--- config.mk ---
export PLATFORM = sky130hd
export DESIGN_NAME = qenc_decoder
export DESIGN_NICKNAME = d
export VERILOG_FILES = /design/src/rtl/qenc_decoder.sv
export SDC_FILE = /design/constraint.sdc
export NUM_CORES = 1
export LEC_CHECK = 0
export ABC_AREA = 1
export BUFFER_PORTS_ARGS = -buffer_cell sky130_fd_sc_hd__buf_2
export CAP_MARGIN = 10
export CORE_ASPECT_RATIO = 0.9
export CORE_MARGIN = 4
export CORE_UTILIZATION = 60
export DETAILED_ROUTE_END_ITERATION = 12
export PLACE_DENSITY = 0.79
export REMOVE_ABC_BUFFERS = 1
export SLEW_MARGIN = 10
export SYNTH_ARGS = -nofsm -noshare
export SYNTH_HDL_FRONTEND = slang
export SYNTH_SLANG_ARGS = --single-unit
--- constraint.sdc ---
create_clock -name clk -period 2.8 [get_ports clk]
set_input_delay 0.14 -clock clk [delete_from_list [all_inputs] [get_ports clk]]
set_output_delay 0.14 -clock clk [all_outputs]
set_load 0.05 [all_outputs]
--- src/rtl/qenc_decoder.sv ---
module qenc_decoder #(
  parameter int POS_W  = 16,
  parameter int CNT_W  = 16,
  parameter int FILT_W = 8,
  parameter int TMR_W  = 16,
  parameter int DW     = 32
) (
  input  logic          clk,
  input  logic          rst_n,
  input  logic          enc_a,
  input  logic          enc_b,
  input  logic          enc_idx,
  input  logic [3:0]    reg_addr,
  input  logic          reg_wr,
  input  logic [DW-1:0] reg_wdata,
  output logic [DW-1:0] reg_rdata,
  output logic          irq_o
);
  localparam int NIN = 3;
  localparam int NST = 5;

  logic              mode4x;
  logic [FILT_W-1:0] flt_dly;
  logic [POS_W-1:0]  pos_max, pos_cmp, pos;
  logic [CNT_W-1:0]  idx_cmp, idx_cnt, edge_cnt, vel_cap;
  logic [TMR_W-1:0]  win_reload, win_tmr;
  logic [NST-1:0]    irq_en, status;
  logic              dir_up;

  logic [NIN-1:0]    raw, filt, filt_q;
  logic [FILT_W-1:0] fcnt [NIN];

  assign raw = {enc_idx, enc_b, enc_a};

  always_ff @(posedge clk or negedge rst_n) begin
    if (!rst_n) begin
      filt   <= '0;
      filt_q <= '0;
      for (int i = 0; i < NIN; i++) fcnt[i] <= '0;
    end else begin
      filt_q <= filt;
      for (int i = 0; i < NIN; i++) begin
        if (raw[i] == filt[i]) fcnt[i] <= '0;
        else if (fcnt[i] >= flt_dly) begin
          filt[i] <= raw[i];
          fcnt[i] <= '0;
        end else fcnt[i] <= fcnt[i] + 1'b1;
      end
    end
  end

  wire ch_a     = filt[0] ^ filt_q[0];
  wire ch_b     = filt[1] ^ filt_q[1];
  wire illegal  = ch_a & ch_b;
  wire step_up  = filt[0] ^ filt_q[1];
  wire cnt_ev   = !illegal && (ch_a || (mode4x && ch_b));
  wire idx_rise = filt[2] & ~filt_q[2];
  wire win_end  = (win_tmr == '0);

  logic [POS_W-1:0] pos_n;
  always_comb begin
    pos_n = pos;
    if (cnt_ev) begin
      if (step_up) pos_n = (pos >= pos_max) ? '0 : pos + 1'b1;
      else         pos_n = (pos == '0) ? pos_max : pos - 1'b1;
    end
  end
  wire [CNT_W-1:0] idx_n = idx_rise ? idx_cnt + 1'b1 : idx_cnt;

  wire pm_hit   = cnt_ev && (pos_n == pos_cmp);
  wire im_hit   = idx_rise && (idx_n == idx_cmp);
  wire both_hit = (cnt_ev || idx_rise) && (pos_n == pos_cmp) && (idx_n == idx_cmp);
  wire [NST-1:0] st_set = {illegal, win_end, both_hit, im_hit, pm_hit};
  wire wr_st = reg_wr && (reg_addr == 4'd7);

  always_ff @(posedge clk or negedge rst_n) begin
    if (!rst_n) begin
      mode4x     <= 1'b0;
      flt_dly    <= '0;
      pos_max    <= '1;
      pos_cmp    <= '0;
      idx_cmp    <= '0;
      win_reload <= '1;
      win_tmr    <= '1;
      irq_en     <= '0;
      status     <= '0;
      pos        <= '0;
      idx_cnt    <= '0;
      edge_cnt   <= '0;
      vel_cap    <= '0;
      dir_up     <= 1'b0;
    end else begin
      pos     <= pos_n;
      idx_cnt <= idx_n;
      if (cnt_ev) dir_up <= step_up;
      if (win_end) begin
        vel_cap  <= edge_cnt;
        edge_cnt <= cnt_ev ? CNT_W'(1) : '0;
        win_tmr  <= win_reload;
      end else begin
        if (cnt_ev) edge_cnt <= edge_cnt + 1'b1;
        win_tmr <= win_tmr - 1'b1;
      end
      status <= (status & ~(wr_st ? reg_wdata[NST-1:0] : '0)) | st_set;
      if (reg_wr) begin
        case (reg_addr)
          4'd0: mode4x  <= reg_wdata[0];
          4'd1: flt_dly <= reg_wdata[FILT_W-1:0];
          4'd2: pos_max <= reg_wdata[POS_W-1:0];
          4'd3: pos_cmp <= reg_wdata[POS_W-1:0];
          4'd4: idx_cmp <= reg_wdata[CNT_W-1:0];
          4'd5: begin
            win_reload <= reg_wdata[TMR_W-1:0];
            win_tmr    <= reg_wdata[TMR_W-1:0];
          end
          4'd6: irq_en  <= reg_wdata[NST-1:0];
          default: ;
        endcase
      end
    end
  end

  always_comb begin
    reg_rdata = '0;
    case (reg_addr)
      4'd0:  reg_rdata = DW'(mode4x);
      4'd1:  reg_rdata = DW'(flt_dly);
      4'd2:  reg_rdata = DW'(pos_max);
      4'd3:  reg_rdata = DW'(pos_cmp);
      4'd4:  reg_rdata = DW'(idx_cmp);
      4'd5:  reg_rdata = DW'(win_reload);
      4'd6:  reg_rdata = DW'(irq_en);
      4'd7:  reg_rdata = DW'({dir_up, status});
      4'd8:  reg_rdata = DW'(pos);
      4'd9:  reg_rdata = DW'(idx_cnt);
      4'd10: reg_rdata = DW'(vel_cap);
      default: reg_rdata = '0;
    endcase
  end

  assign irq_o = |(status & irq_en);
endmodule

==> impl_metrics.tcl, run 1 <==
set metrics [dict create \
    syn_inst 1603 \
    synth_top_area_cell "dfrtp_1" \
    post-cts-setup-buffers 0 \
    setup.worst_path.start_class "flop" \
    die_h_um 143 \
    cp-end-kind "flop" \
    synth_top_family_by_area "simple AND/OR/NAND/NOR gates" \
    rsz0062_at_grt "false" \
    nFillCells 1623 \
    antenna_found_initial 0 \
    synth_compound_area_share_pct 13.3 \
    hold_viol 0 \
    leakagePower_nw 6.58 \
    yosys.area_share.simple_pct 28.1 \
    synth.avg_cell_area_um2 7.57 \
    clock-sinks 194 \
    crit_type "flop to flop" \
    wl_per_cell_um 17.5 \
    synth_mux_area_share_pct 0.0928 \
    power_frac_seq_pct 33.2 \
    critPathRequiredTime_ps 3170 \
    p_switching_mw 5.97 \
    synth-main-ff-cell "dfrtp_1" \
    drv_cap 0 \
    synthesis.area_um2 12100 \
    path_clk_slew_ps 80 \
    timing.fmax_ghz 0.389 \
    drv_slew 0 \
    finalSetupViolCount 0 \
    min_period_ps 2570 \
    setup-tns-final_ps 0 \
    routabilityCongestion 0.996 \
    die-area_um2 22600 \
    hold_path_class "input pin to flop" \
    cts_tree "yes" \
    fin_crit_sh_pct 91.8 \
    clock_path_buffers 2 \
    grt_usage_pct 31.1 \
    yosys.area_share.adder_pct 5.05 \
    dpl.hpwl_um 25700 \
    synth-seq-cells 194 \
    multi_input_area_um2 6100 \
    powerDensity_nw_per_um2 970 \
    initial_core_util_pct 60.9 \
    combPwrFrac_pct 48.0 \
    grt_pass1_wl_um 55300 \
    critPathArrivalTime_ps 2940 \
    synth_edf_count 0 \
    ioPinCount 75 \
    grt_pass1_vias 10709 \
    vias 11255 \
    synth_top_area_share_pct 30.1 \
    worstReg2RegEnd "status[2]$_DFF_PN0_" \
    slew_headroom_pct 31.7 \
    cp-startpoint "pos_max[9]$_DFFE_PN1P_" \
    wirelength_um 33800 \
    insertion_delay_ps 440 \
    ys_seq_area_share_pct 40.5 \
    layout.nets 1759 \
    r2r_setup_slack_ps 230 \
    swShare_pct 45.9 \
    first_pass_iters 8 \
    ys_warn_count 0 \
    clockPowerShare_pct 18.7 \
    drc 0 \
    drive_gt1_share_pct 13.2 \
    grt_start_max_net_pins 74 \
    ctsRootBufferMaster "clkbuf_16" \
    yosys.area_share.xor_xnor_pct 3.12 \
    netlist_top_cells_area "dfrtp_1 (30%), nand2_1 (13%), dfstp_2 (10%)" \
    grt_overflow 0 \
    vdd_drop_max_v 0.000505 \
    diodes 0 \
    r2r_cells 18 \
    io_buffers 42 \
    fin_hold_ws_ps 17.7 \
    ys_async_sr_fraction_pct 100 \
    cts_buffers 17 \
    vias_per_cell 5.81 \
    clock_skew_ps 10.5 \
    tightest_slew_ps 1020 \
    cp_max_fo 14 \
    final_util_pct 67.2 \
    ant_nets 0 \
    outcome "finished clean" \
    intPower_mw 7.04 \
    final-seq-area_um2 4910 \
    crit_path_end "status[2]$_DFF_PN0_" \
    drt-initial-drc-count 1090 \
    timing.rr.start "pos_max[9]$_DFFE_PN1P_" \
    cts_max_level 4 \
    coreArea_um2 19900 \
    fp.dieW_um 158 \
    syn2layout_area_growth_pct 10.4 \
    ys_types 55 \
    placementRows 49 \
]
-- flip-flops by register name, summed over array words and instances (netlist names) --
name and cells:
status 5, win_tmr 16, filt_q 3, edge_cnt 16, vel_cap 16, dir_up 1, fcnt 24, pos 16
pos_max 16, idx_cmp 16, win_reload 16, flt_dly 8, irq_en 5, mode4x 1, idx_cnt 16, pos_cmp 16
filt 3
-- cells in the mapped netlist (8+ instances only) --
library cell,instances
nand2_1,425
o2111ai_1,8
nor2_4,13
nor3_1,19
nor2_2,13
ha_1,49
nand2_2,9
dfrtp_1,146
o21ai_0,132
a221oi_1,28
buf_2,9
dfstp_2,48
a211oi_1,10
nand3_1,102
buf_4,18
o22ai_1,14
a21oi_1,48
xor2_1,24
xnor2_1,11
clkbuf_1,25
inv_1,213
nand4_1,19
nor2_1,141
-- placed cells by master (no fill, tap or decap), types with 3 or more instances in the layout --
cell and count:
o21a_1 4, dfstp_2 48, a221oi_1 28, inv_1 213
nor2_2 14, nand3b_1 5, o22ai_1 14, nor2_1 140
conb_1 16, a211oi_1 10, dlygate4sd3_1 13, o221ai_1 5
a21oi_1 48, nand2_2 10, nor2_4 13, nand3_2 3
xnor2_1 11, nand3_1 102, dfrtp_1 146, buf_2 41
nor3_1 18, xor2_1 24, nand2_1 424, nor4_1 4
and3_1 5, o2111ai_1 8, buf_12 3, inv_8 4
nand2_4 4, clkbuf_16 17, ha_1 49, clkinvlp_4 3
nand4_1 19, o211ai_1 6, buf_4 33, inv_2 5
a31oi_1 3, inv_6 4, o21ai_0 132
-- repair_timing --
action | 4_1_cts | 5_1_grt
endpoints found under the setup margin | 0 | 2
hold buffers | 13 | 0
hold endpoints to repair | 67 | 0
gates resized for setup | 0 | 3
-- worst min path at each step --
stage / from / cells past startpoint / slack, ps / endpoint
final: reg_wdata[15] / 3 / 20 / win_reload[15]$_DFFE_PN1P_
after global routing: reg_wdata[15] / 3 / 10 / win_reload[15]$_DFFE_PN1P_
after CTS: reg_wdata[15] / 3 / 2 / win_reload[15]$_DFFE_PN1P_
after detailed placement: rst_n / 1 / 170 / filt_q[1]$_DFF_PN0_
after global placement: rst_n / 1 / 170 / filt[1]$_DFFE_PN0P_
after floorplan: rst_n / 0 / -160 / dir_up$_DFFE_PN0P_
-- worst max-delay path, stage by stage (launching register included) --
cell and delay, ps:
dfstp_2 570, inv_1 90, ha_1 320, nand2_1 70
nand2_1 50, nand3_1 70, a21oi_1 70, nor2_1 220
buf_12 180, nand3_1 80, nand2_1 100, nand3_1 90
nand2_1 70, nand2_1 60, nor2_1 80, nand2_1 80
nor2_2 150, nand3_1 100, nand2_1 70
-- through the flow --
| stage | cell area [µm²] | setup slack [ps] | power (mW) | cells |
|---|---|---|---|---|
| finish | 13400 | 231 | 13.0 | 1936 |
| global route | 13400 | 2.96 | 14.0 | 1936 |
| CTS | 13400 | 127 | 12.9 | 1936 |
| detailed placement | 12700 | 139 | 10.4 | 1891 |
| global placement | 12700 | 230 | 10.2 | 1891 |
| floorplan | 11800 | 281 | 8.63 | 1558 |
-- metal layers --
layer	global-route usage, %	vias to the layer above	wire (µm)
met1	44.9	5310	14900
met2	48.1	506	15000
met5	0	-	0
met4	8.69	0	956
met3	6.18	91	2980
li1	-	5348	-
-- power groups by stage --
stage	clock [mW]	combinational, mW	sequential (mW)
finish	2.44	6.24	4.32
global route	2.58	7.06	4.40
CTS	2.45	6.16	4.29
detailed placement	0	6.09	4.33
global placement	0	5.90	4.31
floorplan	0	4.38	4.25
-- layout make-up --
class	count	share of cell area (%)
multi-input cells	1145	45.5
flip-flops and latches	194	36.7
inverters	219	6.17
repair buffers	91	4.90
clock buffers	18	3.28
well taps	255	2.38
clock inverters	14	1.06
-- kinds of logic after synthesis --
logic type,Yosys count
AO/OA/AOI/OAI,270
XOR/XNOR,38
adder cells (fa/ha/maj),49
buffers and inverters,279
flip-flops,194
multiplexers,1
other,1
AND/OR/NAND/NOR,771
(Power assumes the default switching activity.)
==> inputs of run 2 (changes only) <==
==> constraint.sdc (replaced) <==
create_clock -name clk -period 3.13 [get_ports clk]
set_input_delay 0.1565 -clock clk [delete_from_list [all_inputs] [get_ports clk]]
set_output_delay 0.1565 -clock clk [all_outputs]
set_load 0.05 [all_outputs]
==> impl_metrics.tcl, run 2 (synthesized netlist as in run 1, its figures left out) <==
set metrics [dict create \
    outcome "finished clean" \
    timing.rr.start "pos[0]$_DFF_PN0_" \
    critPathRequiredTime_ps 3510 \
    vias_per_cell 5.77 \
    worstReg2RegEnd "status[0]$_DFF_PN0_" \
    dpl.hpwl_um 25000 \
    layout_common_cells "nand2_1 (425), inv_1 (213), dfrtp_1 (146)" \
    vdd_drop_max_v 0.000519 \
    layout.nets 1741 \
    critPathArrivalTime_ps 3180 \
    diodes 0 \
    r2r_cells 16 \
    die-area_um2 22600 \
    routabilityCongestion 0.979 \
    rsz0062_at_grt "false" \
    hold_path_class "input pin to flop" \
    die_h_um 143 \
    path_common_cell "nand2_1" \
    cts_max_level 4 \
    crit_buf_inv 1 \
    final_util_pct 66.3 \
    grt_overflow 0 \
    post-cts-setup-buffers 0 \
    cp-end-kind "flop" \
    ant_nets 0 \
    wirelength_um 33400 \
    finalSetupViolCount 0 \
    hold_viol 0 \
    path_clk_slew_ps 80 \
    fin_crit_sh_pct 89.6 \
    crit_chain "inv_1, ha_1, nand2_1, nor3_1, nand3_1, nand2_1, nor2_1, nor2_1, nand2_1, nand2_1, nand2_1, nor2_1, nand2_1, nor2_1, nand3_1, nand2_1" \
    cp_max_fo 9 \
    powerDensity_nw_per_um2 867 \
    clock_path_buffers 2 \
    ctsRootBufferMaster "clkbuf_16" \
    largest_register_ffs 24 \
    crit_path_end "status[0]$_DFF_PN0_" \
    cts_tree "yes" \
    syn2layout_area_growth_pct 8.94 \
    crit_slowest_cell "dfrtp_1" \
    vias 11058 \
    fp.dieW_um 158 \
    crit_type "flop to flop" \
    initial_core_util_pct 60.9 \
    grt_usage_pct 30.3 \
    cp-startpoint "pos[0]$_DFF_PN0_" \
    wl_met3_um 2890 \
    placementRows 49 \
    critPathTopFamily "simple AND/OR/NAND/NOR gates" \
    drc 0 \
    first_pass_iters 7 \
    cts_buffers 17 \
    wl_per_cell_um 17.4 \
    top_layer "met4" \
    met1_length_um 14800 \
    grt_start_max_net_pins 100 \
    setup.worst_path.start_class "flop" \
    clock_skew_ps 12.2 \
    antenna_found_initial 0 \
    insertion_delay_ps 440 \
    setup-tns-final_ps 0 \
    drive_gt1_share_pct 12.1 \
    grt_pass1_vias 10291 \
    ioPinCount 75 \
    drv_cap 0 \
    drt-initial-drc-count 1048 \
    grt_pass1_wl_um 53600 \
    route.met2.wl_um 14700 \
    min_period_ps 2800 \
    io_buffers 42 \
    leakagePower_nw 6.49 \
    largest_register "fcnt" \
    timing.fmax_ghz 0.357 \
    coreArea_um2 19900 \
    slew_headroom_pct 32.7 \
    r2r_setup_slack_ps 330 \
    worst_path_largest_cell_delay_ps 460 \
    tightest_slew_ps 1010 \
    path_depth 16 \
    final_common_cell "nand2_1" \
    drv_slew 0 \
    clock-sinks 194 \
]
-- run 2: stage by stage --
stage	hold WS, ps	cell area [µm²]	setup slack, ps	power [mW]	cells
floorplan	-139	11800	611	7.72	1558
global placement	306	12500	445	8.99	1874
detailed placement	316	12500	418	9.18	1874
CTS	4.60	13200	338	11.4	1918
global route	33.1	13200	47.1	12.4	1918
finish	21.7	13200	326	11.5	1918
-- run 2: worst register-to-register path, cell delays in order (launching register included) --
cell and delay (ps):
dfrtp_1 460, inv_1 300, ha_1 280, nand2_1 90
nor3_1 360, nand3_1 130, nand2_1 80, nor2_1 40
nor2_1 160, nand2_1 110, nand2_1 80, nand2_1 50
nor2_1 110, nand2_1 60, nor2_1 240, nand3_1 120
nand2_1 70
-- run 2: what timing repair did --
action                                 in CTS  in global routing
setup endpoints to repair                   0                  0
hold buffers                               12                  0
endpoints found under the hold margin      88                  0
resized for setup                           0                  0
-- run 2: layout make-up --
class / count / area [µm²]
multi-input combinational: 1145 / 6090
clock buffer: 20 / 457
tap: 255 / 319
timing repair buffer: 73 / 494
sequential: 194 / 4910
inverter: 219 / 827
fill: 1649 / 6710
clock inverter: 12 / 115
-- run 2: where the power goes --
group / total, mW / internal [mW] / switching, mW
Combinational: 5.32 / 1.76 / 3.56
Clock: 2.14 / 1.10 / 1.04
Sequential: 4.01 / 3.24 / 0.767
-- run 2: worst min path at each step --
stage,start,end,cells past startpoint
2_1_floorplan,rst_n,dir_up$_DFFE_PN0P_,0
3_3_place_gp,rst_n,fcnt[12]$_DFF_PN0_,1
3_5_place_dp,rst_n,fcnt[12]$_DFF_PN0_,1
4_1_cts,reg_wdata[0],win_tmr[0]$_DFF_PN1_,3
5_1_grt,reg_wdata[0],win_tmr[0]$_DFF_PN1_,3
6_report,reg_wdata[0],win_tmr[0]$_DFF_PN1_,3
-- run 2: per-layer routing --
layer | track usage, % | vias to the layer above
li1 | - | 5298
met1 | 45.7 | 5234
met2 | 45.0 | 467
met3 | 5.06 | 59
met4 | 9.55 | 0
met5 | 0 | -
